$ cat src/rtl/rfile_pkg.sv
package rfile_pkg;
   typedef enum logic {
      RF_DRIVE   = 1'b0,
      RF_CAPTURE = 1'b1
   } rf_dir_e;

   function automatic rf_dir_e dir_of(input logic wr);
      return wr ? RF_CAPTURE : RF_DRIVE;
   endfunction
endpackage

$ cat src/rtl/rfile_main_array.sv
module rfile_main_array #(
   parameter int ADDR_W = 8,
   parameter int DATA_W = 16
) (
   input  logic              clk,
   input  logic              wr_stb,
   input  logic [ADDR_W-1:0] wr_addr,
   input  logic [DATA_W-1:0] wr_data,
   input  logic [ADDR_W-1:0] rd_addr,
   output logic [DATA_W-1:0] rd_data
);
   localparam int DEPTH = 1 << ADDR_W;

   logic [DATA_W-1:0] words [DEPTH];

   always_ff @(posedge clk) begin
      if (wr_stb) begin
         words[wr_addr] <= wr_data;
      end
   end

   assign rd_data = words[rd_addr];
endmodule

$ cat src/rtl/rfile_bus_gate.sv
module rfile_bus_gate
   import rfile_pkg::*;
#(
   parameter int DATA_W = 16
) (
   input  rf_dir_e           dir,
   input  logic [DATA_W-1:0] word,
   output logic [DATA_W-1:0] bus_q,
   output logic              oe
);
   assign oe = (dir == RF_DRIVE);

   for (genvar b = 0; b < DATA_W; b++) begin : g_bit
      assign bus_q[b] = oe & word[b];
   end
endmodule

$ cat src/rtl/rfile_side_pipe.sv
module rfile_side_pipe #(
   parameter int ADDR_W = 8,
   parameter int SIDE_W = 2
) (
   input  logic              clk,
   input  logic              rst_n,
   input  logic [ADDR_W-1:0] addr,
   input  logic              wr_en,
   input  logic [SIDE_W-1:0] low_bits,
   output logic [SIDE_W-1:0] side_q
);
   localparam int DEPTH = 1 << ADDR_W;

   logic [ADDR_W-1:0] s1_addr;
   logic              s1_we;
   logic [SIDE_W-1:0] s1_bits;
   logic [SIDE_W-1:0] cells [DEPTH];

   // stage 1: registered address, write enable and low data bits
   always_ff @(posedge clk or negedge rst_n) begin
      if (!rst_n) begin
         s1_addr <= '0;
         s1_we   <= 1'b0;
         s1_bits <= '0;
      end else begin
         s1_addr <= addr;
         s1_we   <= wr_en;
         s1_bits <= low_bits;
      end
   end

   // side storage, written from stage 1
   always_ff @(posedge clk) begin
      if (s1_we) begin
         cells[s1_addr] <= s1_bits;
      end
   end

   // stage 2: registered read, taking the written bits on a write
   always_ff @(posedge clk or negedge rst_n) begin
      if (!rst_n) begin
         side_q <= '0;
      end else if (s1_we) begin
         side_q <= s1_bits;
      end else begin
         side_q <= cells[s1_addr];
      end
   end
endmodule

$ cat src/rtl/rfile_shadow.sv
module rfile_shadow
   import rfile_pkg::*;
#(
   parameter int ADDR_W = 8,
   parameter int DATA_W = 16,
   parameter int SIDE_W = 2
) (
   input  logic              clk,
   input  logic              rst_n,
   input  logic [ADDR_W-1:0] addr,
   input  logic              wr_en,
   input  logic [DATA_W-1:0] bus_in,
   output logic [DATA_W-1:0] bus_out,
   output logic              bus_oe,
   output logic [SIDE_W-1:0] side_out
);
   initial begin
      if (SIDE_W < 1 || SIDE_W > DATA_W) $fatal(1, "SIDE_W out of range");
      if (ADDR_W < 1 || ADDR_W > 12)     $fatal(1, "ADDR_W out of range");
   end

   logic [DATA_W-1:0] rd_word;
   rf_dir_e           dir;

   assign dir = dir_of(wr_en);

   rfile_main_array #(.ADDR_W(ADDR_W), .DATA_W(DATA_W)) u_main (
      .clk     (clk),
      .wr_stb  (wr_en),
      .wr_addr (addr),
      .wr_data (bus_in),
      .rd_addr (addr),
      .rd_data (rd_word)
   );

   rfile_bus_gate #(.DATA_W(DATA_W)) u_gate (
      .dir   (dir),
      .word  (rd_word),
      .bus_q (bus_out),
      .oe    (bus_oe)
   );

   rfile_side_pipe #(.ADDR_W(ADDR_W), .SIDE_W(SIDE_W)) u_side (
      .clk      (clk),
      .rst_n    (rst_n),
      .addr     (addr),
      .wr_en    (wr_en),
      .low_bits (bus_in[SIDE_W-1:0]),
      .side_q   (side_out)
   );
endmodule

$ cat config.mk
export PLATFORM = sky130hd
export DESIGN_NAME = rfile_shadow
export DESIGN_NICKNAME = d
export VERILOG_FILES = /design/src/rtl/rfile_pkg.sv /design/src/rtl/rfile_main_array.sv /design/src/rtl/rfile_bus_gate.sv /design/src/rtl/rfile_side_pipe.sv /design/src/rtl/rfile_shadow.sv
export SDC_FILE = /design/constraint.sdc
export NUM_CORES = 2
export LEC_CHECK = 0
export CORE_MARGIN = 3
export CORE_UTILIZATION = 40
export CTS_BUF_LIST = sky130_fd_sc_hd__clkbuf_4 sky130_fd_sc_hd__clkbuf_8
export DETAILED_ROUTE_END_ITERATION = 12
export GPL_TIMING_DRIVEN = 1
export PLACE_DENSITY = 0.65
export SYNTH_ARGS = -nofsm -noshare
export SYNTH_HDL_FRONTEND = slang
export SYNTH_MEMORY_MAX_BITS = 65536
export SYNTH_SLANG_ARGS = --single-unit
$ cat constraint.sdc
create_clock -name clk -period 4.38 [get_ports clk]
set_input_delay 0.876 -clock clk [delete_from_list [all_inputs] [get_ports clk]]
set_output_delay 0.876 -clock clk [all_outputs]
set_load 0.03 [all_outputs]
Word level (Yosys, flattened, before mapping)
Memory sizes are Yosys's and may differ from the RTL's. A register that Yosys moved wholly into a read port is not among the register bits.
Index checks and enable logic that the tools add are counted.
{ "classes": {"n_reduce_logical": 1, "bitwise_logic": 17, "muxes": 4} }
{ "ops": {"columns": ["operator", "n"], "rows": [
  ["$and 1x1->1", 16],
  ["$mux 1", 4],
  ["$logic_not 1->1", 1],
  ["$not 1->1", 1]
]} }
{ "totals": {"wordCells": 27, "register_bits": 11, "output_inout_bits": 19, "in_bits": 27, "ramBits": 4608, "memories": 2} }
{ "memory_table": {"columns": ["name", "words", "word_bits", "rd", "rd_clocked_by_memory_dff", "wr", "line", "rtl"], "rows": [
  ["u_main.words", 256, 16, 1, 0, 1, "rfile_main_array.sv:14", "logic [DATA_W-1:0] words [DEPTH];"],
  ["u_side.cells", 256, 2, 1, 1, 1, "rfile_side_pipe.sv:17", "logic [SIDE_W-1:0] cells [DEPTH];"]
]} }

Longest topological paths before layout
{ "logic_depth": {"ltp_word": 3, "ltp_mapped": 12, "depth_no_buf": 7} }

Hierarchy
Synthesis repeated with hierarchy kept, for this count alone.
{ "hier_totals": {"hier_cells": 8610, "area_unflattened_um2": 180095.2} }
{ "by_module_without_submodules": {"columns": ["mod", "seq_area_each_um2", "area_per_inst_um2", "instances", "cells_per_inst"], "rows": [
  ["rfile_main_array", 122998.0, 158394.4, 1, 7344],
  ["rfile_side_pipe", 15700.1, 21568.2, 1, 1248],
  ["rfile_bus_gate", 0.0, 132.6, 1, 18]
]} }

Least setup slack after synthesis
OpenSTA, ideal clock, no wires.
{ "synth_path": {"kind": "input to output", "start": "input addr[1]", "end": "output bus_out[13]", "stages": 8, "t_arrival_ps": 3171, "slack_ps": 333, "n_path_buf": 4, "cell_sequence": "buf_2 > buf_2 > buf_2 > clkbuf_1 > mux4_2 > mux4_2 > a311oi_1 > a41oi_1"} }
{ "synth_between": {"elab_chain_len": 2} }
{ "synth_rtl": {"columns": ["item", "line", "rtl"], "rows": [
  ["start, declared", "rfile_shadow.sv:10", "input logic [ADDR_W-1:0] addr,"],
  ["$mem_v2 256x16", null, null],
  ["$and 1x1->1", "rfile_bus_gate.sv:14", "assign bus_q[b] = oe & word[b];"],
  ["end, declared", "rfile_shadow.sv:13", "output logic [DATA_W-1:0] bus_out,"]
]} }
Every way passes these cells.

Worst setup path in the final report
{ "layout_path": {"start": "memory u_main.words[169][0]", "end": "output bus_out[0]"} }
{ "layout_between": {"elab_chain_len": 2} }
{ "layout_rtl": {"columns": ["item", "line"], "rows": [
  ["start, declared", "rfile_main_array.sv:14"],
  ["$mem_v2 256x16", null],
  ["$and 1x1->1", "rfile_bus_gate.sv:14"]
]} }
Every way passes these cells.

==> impl_metrics.json <==
{
  "start_util": 0.4025,
  "design_area_sq_um": 211600,
  "endpoint_kind": "output pin",
  "post-route-min-period_ns": 5.046,
  "fin_cells": 15869,
  "routed-via-count": 91827,
  "grt_max_degree": 130,
  "worstHoldPathType": "in2reg",
  "routed_wl_um": 488400,
  "synth_cell_types": 57,
  "timing.final.crit_share": 1.152,
  "cp_max_fo": 1,
  "setup_violations": 16,
  "first_pass_iters": 6,
  "p_per_area_nw_per_um2": 425.3,
  "violations": "negative setup slack",
  "cp.arrival_ns": 4.17,
  "reg2reg_depth": 8,
  "drv_slew": 0,
  "final_cell_mix": "edfxtp_1 (4608), mux4_2 (1232), buf_4 (1008)",
  "antenna_found_initial": 19,
  "clkSinkCount": 4621,
  "gp_congestion": 0.8974,
  "fin_ws_ns": -0.6661,
  "finalNetCount": 9418,
  "min_from": "bus_in[3]",
  "yosysWarningCount": 0,
  "grt_overflow": 0,
  "relSlewSlack": 0.1030,
  "coreArea_sq_um": 442400,
  "rsz0062_at_grt": "yes",
  "h-tree-depth": 6,
  "maxCapViolCount": 0,
  "viasPerCell": 5.787,
  "ctsRootBufferMaster": "clkbuf_8",
  "whs_path_depth": 1,
  "ys_seq_area_frac": 0.7789,
  "async_reset_ff_frac": 0.002813,
  "reg2reg_slack_ns": 0.76,
  "critPathLaunchType": "flop",
  "timing_worst_slew_pin_value_ns": 1.346,
  "regArea_sq_um": 138700,
  "cts_inserted_buffers": 717,
  "die-area_sq_um": 453200,
  "postRouteAntennaNets": 0,
  "drc": 0,
  "rows": 244,
  "p_leak_nw": 67.66,
  "r2r_start": "u_side.s1_addr[0]",
  "drive_gt1_frac": 0.3972,
  "ys_ff_latch": 4621,
  "synth_nets": 7871,
  "cts_buffer_depth": 4,
  "hold_path_end": "u_main.words[128][3]",
  "portBuffers": 45,
  "drt-initial-drc-count": 12932,
  "syn_avg_cell_area_sq_um": 22.70,
  "wl_per_cell_um": 30.78,
  "clk_latency_ns": 1.21,
  "hold_violations": 0,
  "place_area_sq_um": 194900,
  "skew_ns": 0.04672,
  "hpwl_um": 306300,
  "mostFrequentLayoutCell": "edfxtp_1",
  "post-place-ws_ns": -1.327,
  "synth_area_sq_um": 178100,
  "rr_endpoint": "u_side.side_q[0]",
  "grt_pass1_vias": 92841,
  "nFillCells": 35266,
  "die_h_um": 673.2,
  "ys.flop_type": "edfxtp_1",
  "grt_pass1_wl_um": 691100,
  "die_w_um": 673.2,
  "whs_ns": 0.1908,
  "ios": 46,
  "cts_tree": "yes",
  "areaGrowthSynthToFinish_pct": 18.81,
  "crit_type": "reg2out",
  "peakVddDrop_mv": 0.3235,
  "synth_edf_count": 4608,
  "synthCells": 7844,
  "grt_util_all_layers": 0.2119,
  "fmax_mhz": 198.2,
  "placedCellCount": 14504,
  "setup_tns_ns": -6.710,
  "multi_input_area_sq_um": 38740,
  "clk_pin_slew_ns": 0.06,
  "status": "finished, violations left",
  "critPathRequiredTime_ns": 3.50
}
==> critical path, cell delays in order, from the launching register on <==
cell and delay [ns]:
edfxtp_1 0.38, mux4_2 0.47, mux4_2 0.58, a22oi_2 0.45, buf_4 0.20, nand4_1 0.20, a211oi_2 0.21, buf_4 0.16
a21oi_4 0.10, buf_6 0.17
==> per-layer routing <==
metal / GRT usage / wire [um] / up-vias / share of wire
met1: 0.2892 / 185900 / 49109 / 0.38
met2: 0.3384 / 233800 / 5262 / 0.48
met4: 0.07724 / 19160 / 6 / 0.039
met3: 0.04467 / 49430 / 862 / 0.10
met5: 0 / 38 / - / 0.000078
li1: - / - / 36588 / -
==> worst max path at each step <==
| stage | cells past startpoint | slack, ns | endpoint | startpoint |
|---|---|---|---|---|
| finish | 9 | -0.67 | bus_out[0] | u_main.words[169][0] |
| global placement | 14 | -1.44 | bus_out[2] | addr[0] |
| global route | 9 | -0.75 | bus_out[0] | u_main.words[169][0] |
| CTS | 9 | -0.83 | bus_out[2] | u_main.words[247][2] |
| floorplan | 8 | 0.33 | bus_out[13] | addr[1] |
| detailed placement | 16 | -1.33 | bus_out[2] | addr[0] |
==> flip-flops by register name, summed over array words and instances (netlist names) <==
register / flops
u_side.s1_we: 1
u_side.s1_bits: 2
u_side.cells: 512
u_side.s1_addr: 8
u_side.side_q: 2
u_main.words: 4096
==> kinds of logic after synthesis <==
| kind of cell | synth area share |
|---|---|
| flops | 0.7789 |
| mux | 0.1704 |
| compound gates | 0.01828 |
| buf+inv | 0.01312 |
| simple gates | 0.01931 |
==> synth_stat cells (12+ instances only) <==
cell type	instances	share of area
buf_2	139	0.0039
a22o_1	79	0.0039
o21ai_0	32	0.00090
buf_4	76	0.0032
nor2b_1	41	0.0014
buf_6	13	0.00082
nand2_1	111	0.0023
mux2_2	35	0.0022
o22ai_1	55	0.0019
o21ai_1	12	0.00034
a21oi_1	31	0.00087
dfrtp_1	13	0.0018
a221oi_1	49	0.0024
nor2_1	545	0.011
clkbuf_1	192	0.0040
mux4_2	1232	0.16
nand3_1	50	0.0014
a211oi_1	24	0.0010
buf_1	48	0.0010
a31oi_1	12	0.00042
nor3_1	26	0.00073
edfxtp_1	4608	0.78
a22oi_1	80	0.0034
mux2i_1	220	0.012
o32ai_1	18	0.00089
==> timing repair <==
item                                    4_1_cts  5_1_grt
hold buffers                                  1        0
hold endpoints to repair                      1        0
endpoints found under the setup margin       16       16
gates cloned                                  5        3
gates resized for setup                     267       73
buffers inserted                             61       15
pin swaps                                    55       40
==> metrics by stage <==
stage | power (mW) | utilization
final | 89.99 | 0.4783
after CTS | 90.52 | 0.4772
after global routing | 92.89 | 0.4782
after floorplan | 52.11 | -
after detailed placement | 54.98 | 0.4406
after global placement | 54.87 | 0.4406
==> cell type report <==
class / instances / area share
Timing Repair Buffer: 1296 / 0.05982
Inverter: 6 / 0.0001064
Clock buffer: 936 / 0.05456
Clock inverter: 351 / 0.01178
Multi-Input combinational cell: 2749 / 0.1831
Sequential cell: 4621 / 0.6556
Tap cell: 5904 / 0.03492
Antenna cell: 6 / 0.00007097
==> power breakdown <==
group | internal [mW] | leakage (nW) | switching, mW | total (mW)
sequential | 48.8 | 41.6 | 0.0804 | 48.8
clock | 18.7 | 7.41 | 16.9 | 35.6
combinational | 2.32 | 18.7 | 3.25 | 5.56
(Power assumes the default switching activity.)
